==> src/rtl/pwr_seq_pkg.sv <==
package pwr_seq_pkg;

  localparam int CMD_W = 8;

  typedef enum logic [1:0] {
    ST_NORMAL  = 2'b00,
    ST_STANDBY = 2'b01,
    ST_SLEEP   = 2'b10
  } pwr_st_e;

  localparam logic [CMD_W-1:0] OP_NOP     = 8'hE3;
  localparam logic [CMD_W-1:0] OP_RESET   = 8'hE2;
  localparam logic [CMD_W-1:0] OP_RELEASE = 8'hE1;
  localparam logic [CMD_W-2:0] OP_SAVER   = 7'h54;  // 0xA8 / 0xA9, bit0 = level
  localparam logic [3:0]       OP_TEST_HI = 4'hF;

  typedef struct packed {
    logic nop;
    logic rst;
    logic saver;
    logic saver_stby;
    logic release_cmd;
    logic test;
  } cmd_dec_t;

endpackage

==> src/rtl/pwr_cmd_decode.sv <==
module pwr_cmd_decode
  import pwr_seq_pkg::*;
#(
  parameter int W = CMD_W
) (
  input  logic         cmd_sel,
  input  logic         wr_stb,
  input  logic         rd_stb,
  input  logic [W-1:0] din,
  output logic         accept,
  output cmd_dec_t     dec
);

  localparam int HI_LSB = W - 4;

  assign accept = ~cmd_sel & wr_stb & ~rd_stb;

  always_comb begin
    dec             = '0;
    dec.nop         = accept & (din == OP_NOP);
    dec.rst         = accept & (din == OP_RESET);
    dec.release_cmd = accept & (din == OP_RELEASE);
    dec.saver       = accept & (din[W-1:1] == OP_SAVER);
    dec.saver_stby  = din[0];
    dec.test        = accept & (din[W-1:HI_LSB] == OP_TEST_HI);
  end

endmodule

==> src/rtl/pwr_mode_fsm.sv <==
module pwr_mode_fsm
  import pwr_seq_pkg::*;
(
  input  logic     clk,
  input  logic     rst_n,
  input  logic     accept,
  input  cmd_dec_t dec,
  output pwr_st_e  st_q,
  output logic     test_q
);

  pwr_st_e st_nx;
  logic    test_nx;
  logic    upd;

  assign upd = accept;

  always_comb begin
    st_nx   = st_q;
    test_nx = test_q;
    if (dec.saver) begin
      st_nx = dec.saver_stby ? ST_STANDBY : ST_SLEEP;
    end else if (dec.release_cmd) begin
      st_nx = ST_NORMAL;
    end else if (dec.rst) begin
      if (st_q == ST_STANDBY) st_nx = ST_SLEEP;
    end
    if (dec.test) begin
      test_nx = 1'b1;
    end else if (dec.nop || dec.rst) begin
      test_nx = 1'b0;
    end
  end

  always_ff @(posedge clk or negedge rst_n) begin
    if (!rst_n) begin
      st_q   <= ST_NORMAL;
      test_q <= 1'b0;
    end else if (upd) begin
      st_q   <= st_nx;
      test_q <= test_nx;
    end
  end

endmodule

==> src/rtl/pwr_out_map.sv <==
module pwr_out_map
  import pwr_seq_pkg::*;
(
  input  pwr_st_e st,
  input  logic    supply_req,
  input  logic    static_cfg,
  output logic    osc_en,
  output logic    supply_en,
  output logic    duty_en,
  output logic    static_en,
  output logic    force_vdd,
  output logic    disp_off_n
);

  always_comb begin
    osc_en     = 1'b0;
    supply_en  = 1'b0;
    duty_en    = 1'b0;
    static_en  = 1'b0;
    force_vdd  = 1'b1;
    disp_off_n = 1'b0;
    unique case (st)
      ST_NORMAL: begin
        osc_en     = 1'b1;
        supply_en  = supply_req;
        duty_en    = 1'b1;
        static_en  = static_cfg;
        force_vdd  = 1'b0;
        disp_off_n = 1'b1;
      end
      ST_STANDBY: begin
        osc_en    = 1'b1;
        static_en = static_cfg;
      end
      default: begin
      end
    endcase
  end

endmodule

==> src/rtl/lcd_pwr_seq.sv <==
module lcd_pwr_seq
  import pwr_seq_pkg::*;
#(
  parameter int W      = CMD_W,
  parameter int SYNC_N = 2
) (
  input  logic         clk,
  input  logic         rst_n,
  input  logic         cmd_sel,
  input  logic         wr_stb,
  input  logic         rd_stb,
  input  logic [W-1:0] din,
  input  logic         supply_req,
  input  logic         static_cfg,
  output logic [1:0]   pwr_state,
  output logic         test_mode,
  output logic         osc_en,
  output logic         supply_en,
  output logic         duty_en,
  output logic         static_en,
  output logic         force_vdd,
  output logic         disp_off_n
);

  logic [SYNC_N-1:0] rst_pipe;
  logic              rst_sync_n;
  logic              accept;
  cmd_dec_t          dec;
  pwr_st_e           st_q;
  logic              test_q;

  always_ff @(posedge clk or negedge rst_n) begin
    if (!rst_n) rst_pipe <= '0;
    else        rst_pipe <= {rst_pipe[SYNC_N-2:0], 1'b1};
  end
  assign rst_sync_n = rst_pipe[SYNC_N-1];

  pwr_cmd_decode #(.W(W)) u_dec (
    .cmd_sel (cmd_sel),
    .wr_stb  (wr_stb),
    .rd_stb  (rd_stb),
    .din     (din),
    .accept  (accept),
    .dec     (dec)
  );

  pwr_mode_fsm u_fsm (
    .clk    (clk),
    .rst_n  (rst_sync_n),
    .accept (accept),
    .dec    (dec),
    .st_q   (st_q),
    .test_q (test_q)
  );

  pwr_out_map u_map (
    .st         (st_q),
    .supply_req (supply_req),
    .static_cfg (static_cfg),
    .osc_en     (osc_en),
    .supply_en  (supply_en),
    .duty_en    (duty_en),
    .static_en  (static_en),
    .force_vdd  (force_vdd),
    .disp_off_n (disp_off_n)
  );

  assign pwr_state = st_q;
  assign test_mode = test_q;

endmodule

==> config.mk <==
export PLATFORM = sky130hd
export DESIGN_NAME = lcd_pwr_seq
export DESIGN_NICKNAME = d
export VERILOG_FILES = /design/src/rtl/pwr_seq_pkg.sv /design/src/rtl/pwr_cmd_decode.sv /design/src/rtl/pwr_mode_fsm.sv /design/src/rtl/pwr_out_map.sv /design/src/rtl/lcd_pwr_seq.sv
export SDC_FILE = /design/constraint.sdc
export NUM_CORES = 1
export LEC_CHECK = 0
export ABC_AREA = 1
export BUFFER_PORTS_ARGS = -buffer_cell sky130_fd_sc_hd__buf_2
export CAP_MARGIN = 20
export CORE_AREA = 8 8 45 47
export CTS_BUF_LIST = sky130_fd_sc_hd__clkbuf_4
export DETAILED_ROUTE_END_ITERATION = 8
export DIE_AREA = 0 0 53 55
export PLACE_DENSITY = 0.59
export SLEW_MARGIN = 25
export SYNTH_ARGS = -nofsm -noshare
export SYNTH_HDL_FRONTEND = slang
export SYNTH_SLANG_ARGS = --single-unit
==> constraint.sdc <==
create_clock -name clk -period 1.15 [get_ports clk]
set_clock_uncertainty 0.1 [all_clocks]
set_input_delay 0.2875 -clock clk [delete_from_list [all_inputs] [get_ports clk]]
set_output_delay 0.2875 -clock clk [all_outputs]
set_load 0.05 [all_outputs]
Word level (Yosys, flattened, before mapping)
Index checks and enable logic that the tools add are counted.
W data, S select, Z words.
{ "classes": {"n_bitwise": 9, "eq_ne": 6, "reduce_logical": 8, "muxes": 12} }
{ "op_table": {"columns": ["op", "n"], "rows": [
  ["$eq A8 B8 Y1 const B", 3],
  ["$mux W2", 5],
  ["$and A1 B1 Y1", 7],
  ["$eq A7 B7 Y1 const B", 1],
  ["$mux W1", 7],
  ["$reduce_bool A3 Y1", 2],
  ["$eq A4 B4 Y1 const B", 1],
  ["$reduce_and A3 Y1", 1],
  ["$eq A2 B1 Y1 const B", 1],
  ["$logic_not A2 Y1", 1],
  ["$not A1 Y1", 2],
  ["$reduce_and A2 Y1", 1],
  ["$reduce_bool A2 Y1", 1],
  ["$reduce_or A2 Y1", 1],
  ["$logic_or A1 B1 Y1", 1]
]} }
{ "totals": {"elab_cells": 38, "inputBits": 15, "ff_bits": 5, "output_inout_bits": 9} }

Longest topological paths before layout
{ "depth": {"depth_word": 7, "depth_mapped": 9, "depth_no_buf": 9} }

By module
A second synthesis with hierarchy kept.
{ "unflattened": {"cells_unflattened": 67, "hier_area_um2": 401.6} }
{ "by_module_without_submodules": {"columns": ["module", "area_per_inst_um2", "n_inst", "cells_per_inst", "seq_area_each_um2"], "rows": [
  ["pwr_mode_fsm", 153.9, 1, 22, 75.1],
  ["pwr_cmd_decode", 146.4, 1, 33, 0.0],
  ["lcd_pwr_seq", 53.8, 1, 3, 50.0],
  ["pwr_out_map", 47.5, 1, 9, 0.0]
]} }

Worst setup path after synthesis
No wires, ideal clock.
{ "synth_timing": {"kind": "reg2out", "startpoint": "reg u_fsm.st_q[1]", "endpoint": "out supply_en", "required_ps": 762, "arrival_time_ps": 2469, "path_stages_with_launch": 4, "n_path_buf": 0, "slack_ps": -1706, "path_cell_list": "dfrtp_1 > nor2_1 > inv_2 > nor2_1"} }
{ "synth_between": {"elab_chain_cells": 2} }
{ "synth_lines": {"columns": ["element", "line_no", "source"], "rows": [
  ["from (decl)", "pwr_mode_fsm.sv:8", "output pwr_st_e st_q,"],
  ["from (signal assigned)", "pwr_mode_fsm.sv:40", "st_q <= st_nx;"],
  ["$logic_not A2 Y1", "pwr_out_map.sv:22", "unique case (st)"],
  ["$mux W1", "pwr_out_map.sv:22", null],
  ["to (decl)", "lcd_pwr_seq.sv:18", "output logic supply_en,"]
]} }
Every way passes these cells.

Final worst setup path
{ "layout_timing": {"startpoint": "reg u_fsm.st_q[0]", "endpoint": "out supply_en"} }
The elaborated chain is that of the path after synthesis.

==> flow_metrics.env <==
export IMPL_core_area_um2=1380
export IMPL_crit_path_end_kind="output port"
export IMPL_yosysTopAreaCell="dfrtp_1"
export IMPL_grt_pass1_vias=512
export IMPL_mostFrequentLayoutCells="nand2_1 (17), buf_2 (15), buf_4 (8)"
export IMPL_fin_area_um2=782
export IMPL_clkTransAtPathRegs_ns=0.05
export IMPL_vias_per_cell=4.40
export IMPL_tns_ns=-2.41
export IMPL_start_kind="flip-flop"
export IMPL_synth_seq_cells=5
export IMPL_slew_viol_final=0
export IMPL_worst_ep_required_time_ns=0.76
export IMPL_grt_max_degree=6
export IMPL_post_place_cells=111
export IMPL_clock_sinks=5
export IMPL_layout_commonest_cell="nand2_1"
export IMPL_die_h_um=55
export IMPL_worstHoldPathType="primary input to flip-flop"
export IMPL_synth_top_cell_area_share=0.302
export IMPL_ios=24
export IMPL_ys_warnings_count=0
export IMPL_clock_root_buffer="clkbuf_4"
export IMPL_detail_route_antenna_nets=0
export IMPL_rsz0062_at_grt="yes"
export IMPL_instances_no_fill=119
export IMPL_reg2reg_from="u_fsm.st_q[0]"
export IMPL_finalHoldViolCount=0
export IMPL_antenna_found_initial=0
export IMPL_dp_slack_ns=-0.178
export IMPL_drt_iter0_markers=14
export IMPL_grt_pass1_wl_um=2080
export IMPL_numCtsBuffers=3
export IMPL_grt_remaining_overflow=0
export IMPL_drt_wirelength_per_cell_um=11.1
export IMPL_avgSynthCellArea_um2=6.27
export IMPL_cp_arrival_ns=1.10
export IMPL_die_x_um=53
export IMPL_cts_buffer_depth=2
export IMPL_cts_htree_levels=1
export IMPL_yosysSeqAreaShare=0.302
export IMPL_critical_path_max_fanout=3
export IMPL_p_leak_nw=0.410
export IMPL_syn_nets=81
export IMPL_fmax_ghz=0.671
export IMPL_vias=524
export IMPL_violations="setup timing"
export IMPL_hpwl_um=943
export IMPL_drive_gt1_frac=0.573
export IMPL_grt_usage=0.0942
export IMPL_ir_drop_mv=0.680
export IMPL_finalCritPeriodShare=1.30
export IMPL_portBuffers=23
export IMPL_placed_area_um2=617
export IMPL_finalSetupViolations=11
export IMPL_period_minus_slack_ns=1.49
export IMPL_clk_latency_ns=0.24
export IMPL_gp_congestion=0.782
export IMPL_holdCritStartpoint="rd_stb"
export IMPL_synthTopCellsByArea="dfrtp_1 (30%), nand2_1 (15%), nand3_2 (12%), nor2_1 (9.1%), inv_1 (8.2%)"
export IMPL_setup_worst_path_start="u_fsm.st_q[0]"
export IMPL_synthesis_area_um2=414
export IMPL_ys_types=15
export IMPL_final_setup_worst_slack_ns=-0.339
export IMPL_nets=119
export IMPL_crit_type="flip-flop to output port"
export IMPL_dr_pass1_iters=4
export IMPL_tritoncts="yes"
export IMPL_powerDensity_nw_per_um2=949
export IMPL_status="finished with violations"
export IMPL_dieArea_um2=2920
export IMPL_antenna_cells=0
export IMPL_initial_core_util=0.299
export IMPL_synth_cells=66
export IMPL_route_detailed_drc=0
export IMPL_area_growth_pct=88.8
export IMPL_maxCapViolCount=0
export IMPL_rows=14
export IMPL_totalWireLength_um=1320
==> layer usage <==
metal / part of all wire / global-route usage / vias up
met5: 0 / 0 / -
met3: 0.060 / 0.0428 / 0
met4: 0 / 0.0388 / 0
met2: 0.56 / 0.158 / 14
met1: 0.38 / 0.101 / 238
li1: - / - / 272
==> sequential cells by signal (all words and copies together) (netlist names) <==
name / cells
u_fsm.test_q: 1
rst_pipe: 2
u_fsm.st_q: 2
==> critical path, cell delays in order, from the launching register on <==
cell and delay, ns:
dfrtp_2 0.42, nor2_4 0.18, inv_6 0.04, nor2_4 0.07, buf_6 0.15
==> path summary, 6_finish.rpt <==
path / endpoint / slack [ns] / cells after the start
worst min register to register: rst_pipe[1] / 0.25 / 0
worst min-delay path: u_fsm.test_q / 0.23 / 4
min in group asynchronous: rst_pipe[0] / 0.26 / 2
max in group asynchronous: u_fsm.st_q[1] / 0.32 / 1
worst max-delay path: supply_en / -0.34 / 4
worst max register to register: u_fsm.st_q[1] / -0.09 / 8
==> stage by stage <==
step	total power, mW	hold slack (ns)	util
after global placement	0.455	-0.0634	0.446
after CTS	0.743	0.222	0.544
after global routing	0.785	0.249	0.565
after detailed placement	0.456	-0.0579	0.446
after floorplan	0.376	-0.108	-
final	0.742	0.227	0.565
==> Yosys cell counts <==
cell      count
buf_4         1
clkinv_1      1
conb_1        1
dfrtp_1       5
inv_1         9
inv_2         5
nand2_1      17
nand3_1       6
nand3_2       5
nand4_1       1
nor2_1       10
nor2_2        2
nor2_4        1
nor3_1        1
o21ai_1       1
==> logic make-up after synthesis <==
group	Yosys count	share of synthesized area
flip-flops	5	0.302
other	1	0.00905
buffers and inverters	16	0.154
AND/OR/NAND/NOR	43	0.523
AO/OA/AOI/OAI	1	0.0121
==> what timing repair did <==
item	CTS	global route
setup endpoints to repair	9	11
hold buffers	2	0
resized for setup	24	7
setup buffers	2	1
hold endpoints to repair	5	0
pin swaps	3	2
==> final cells by class <==
| class | instances | area [µm²] |
|---|---|---|
| clock buffer | 4 | 30.0 |
| timing repair buffer | 34 | 268 |
| tap | 16 | 20.0 |
| sequential | 5 | 128 |
| fill | 124 | 602 |
| multi-input combinational | 45 | 273 |
| inverter | 15 | 63.8 |
==> power breakdown <==
part / internal, mW / total, mW / switching, mW
clock network: 0.155 / 0.224 / 0.0695
logic: 0.122 / 0.316 / 0.195
registers: 0.191 / 0.202 / 0.0104
Power figures use the tool's default switching activity.
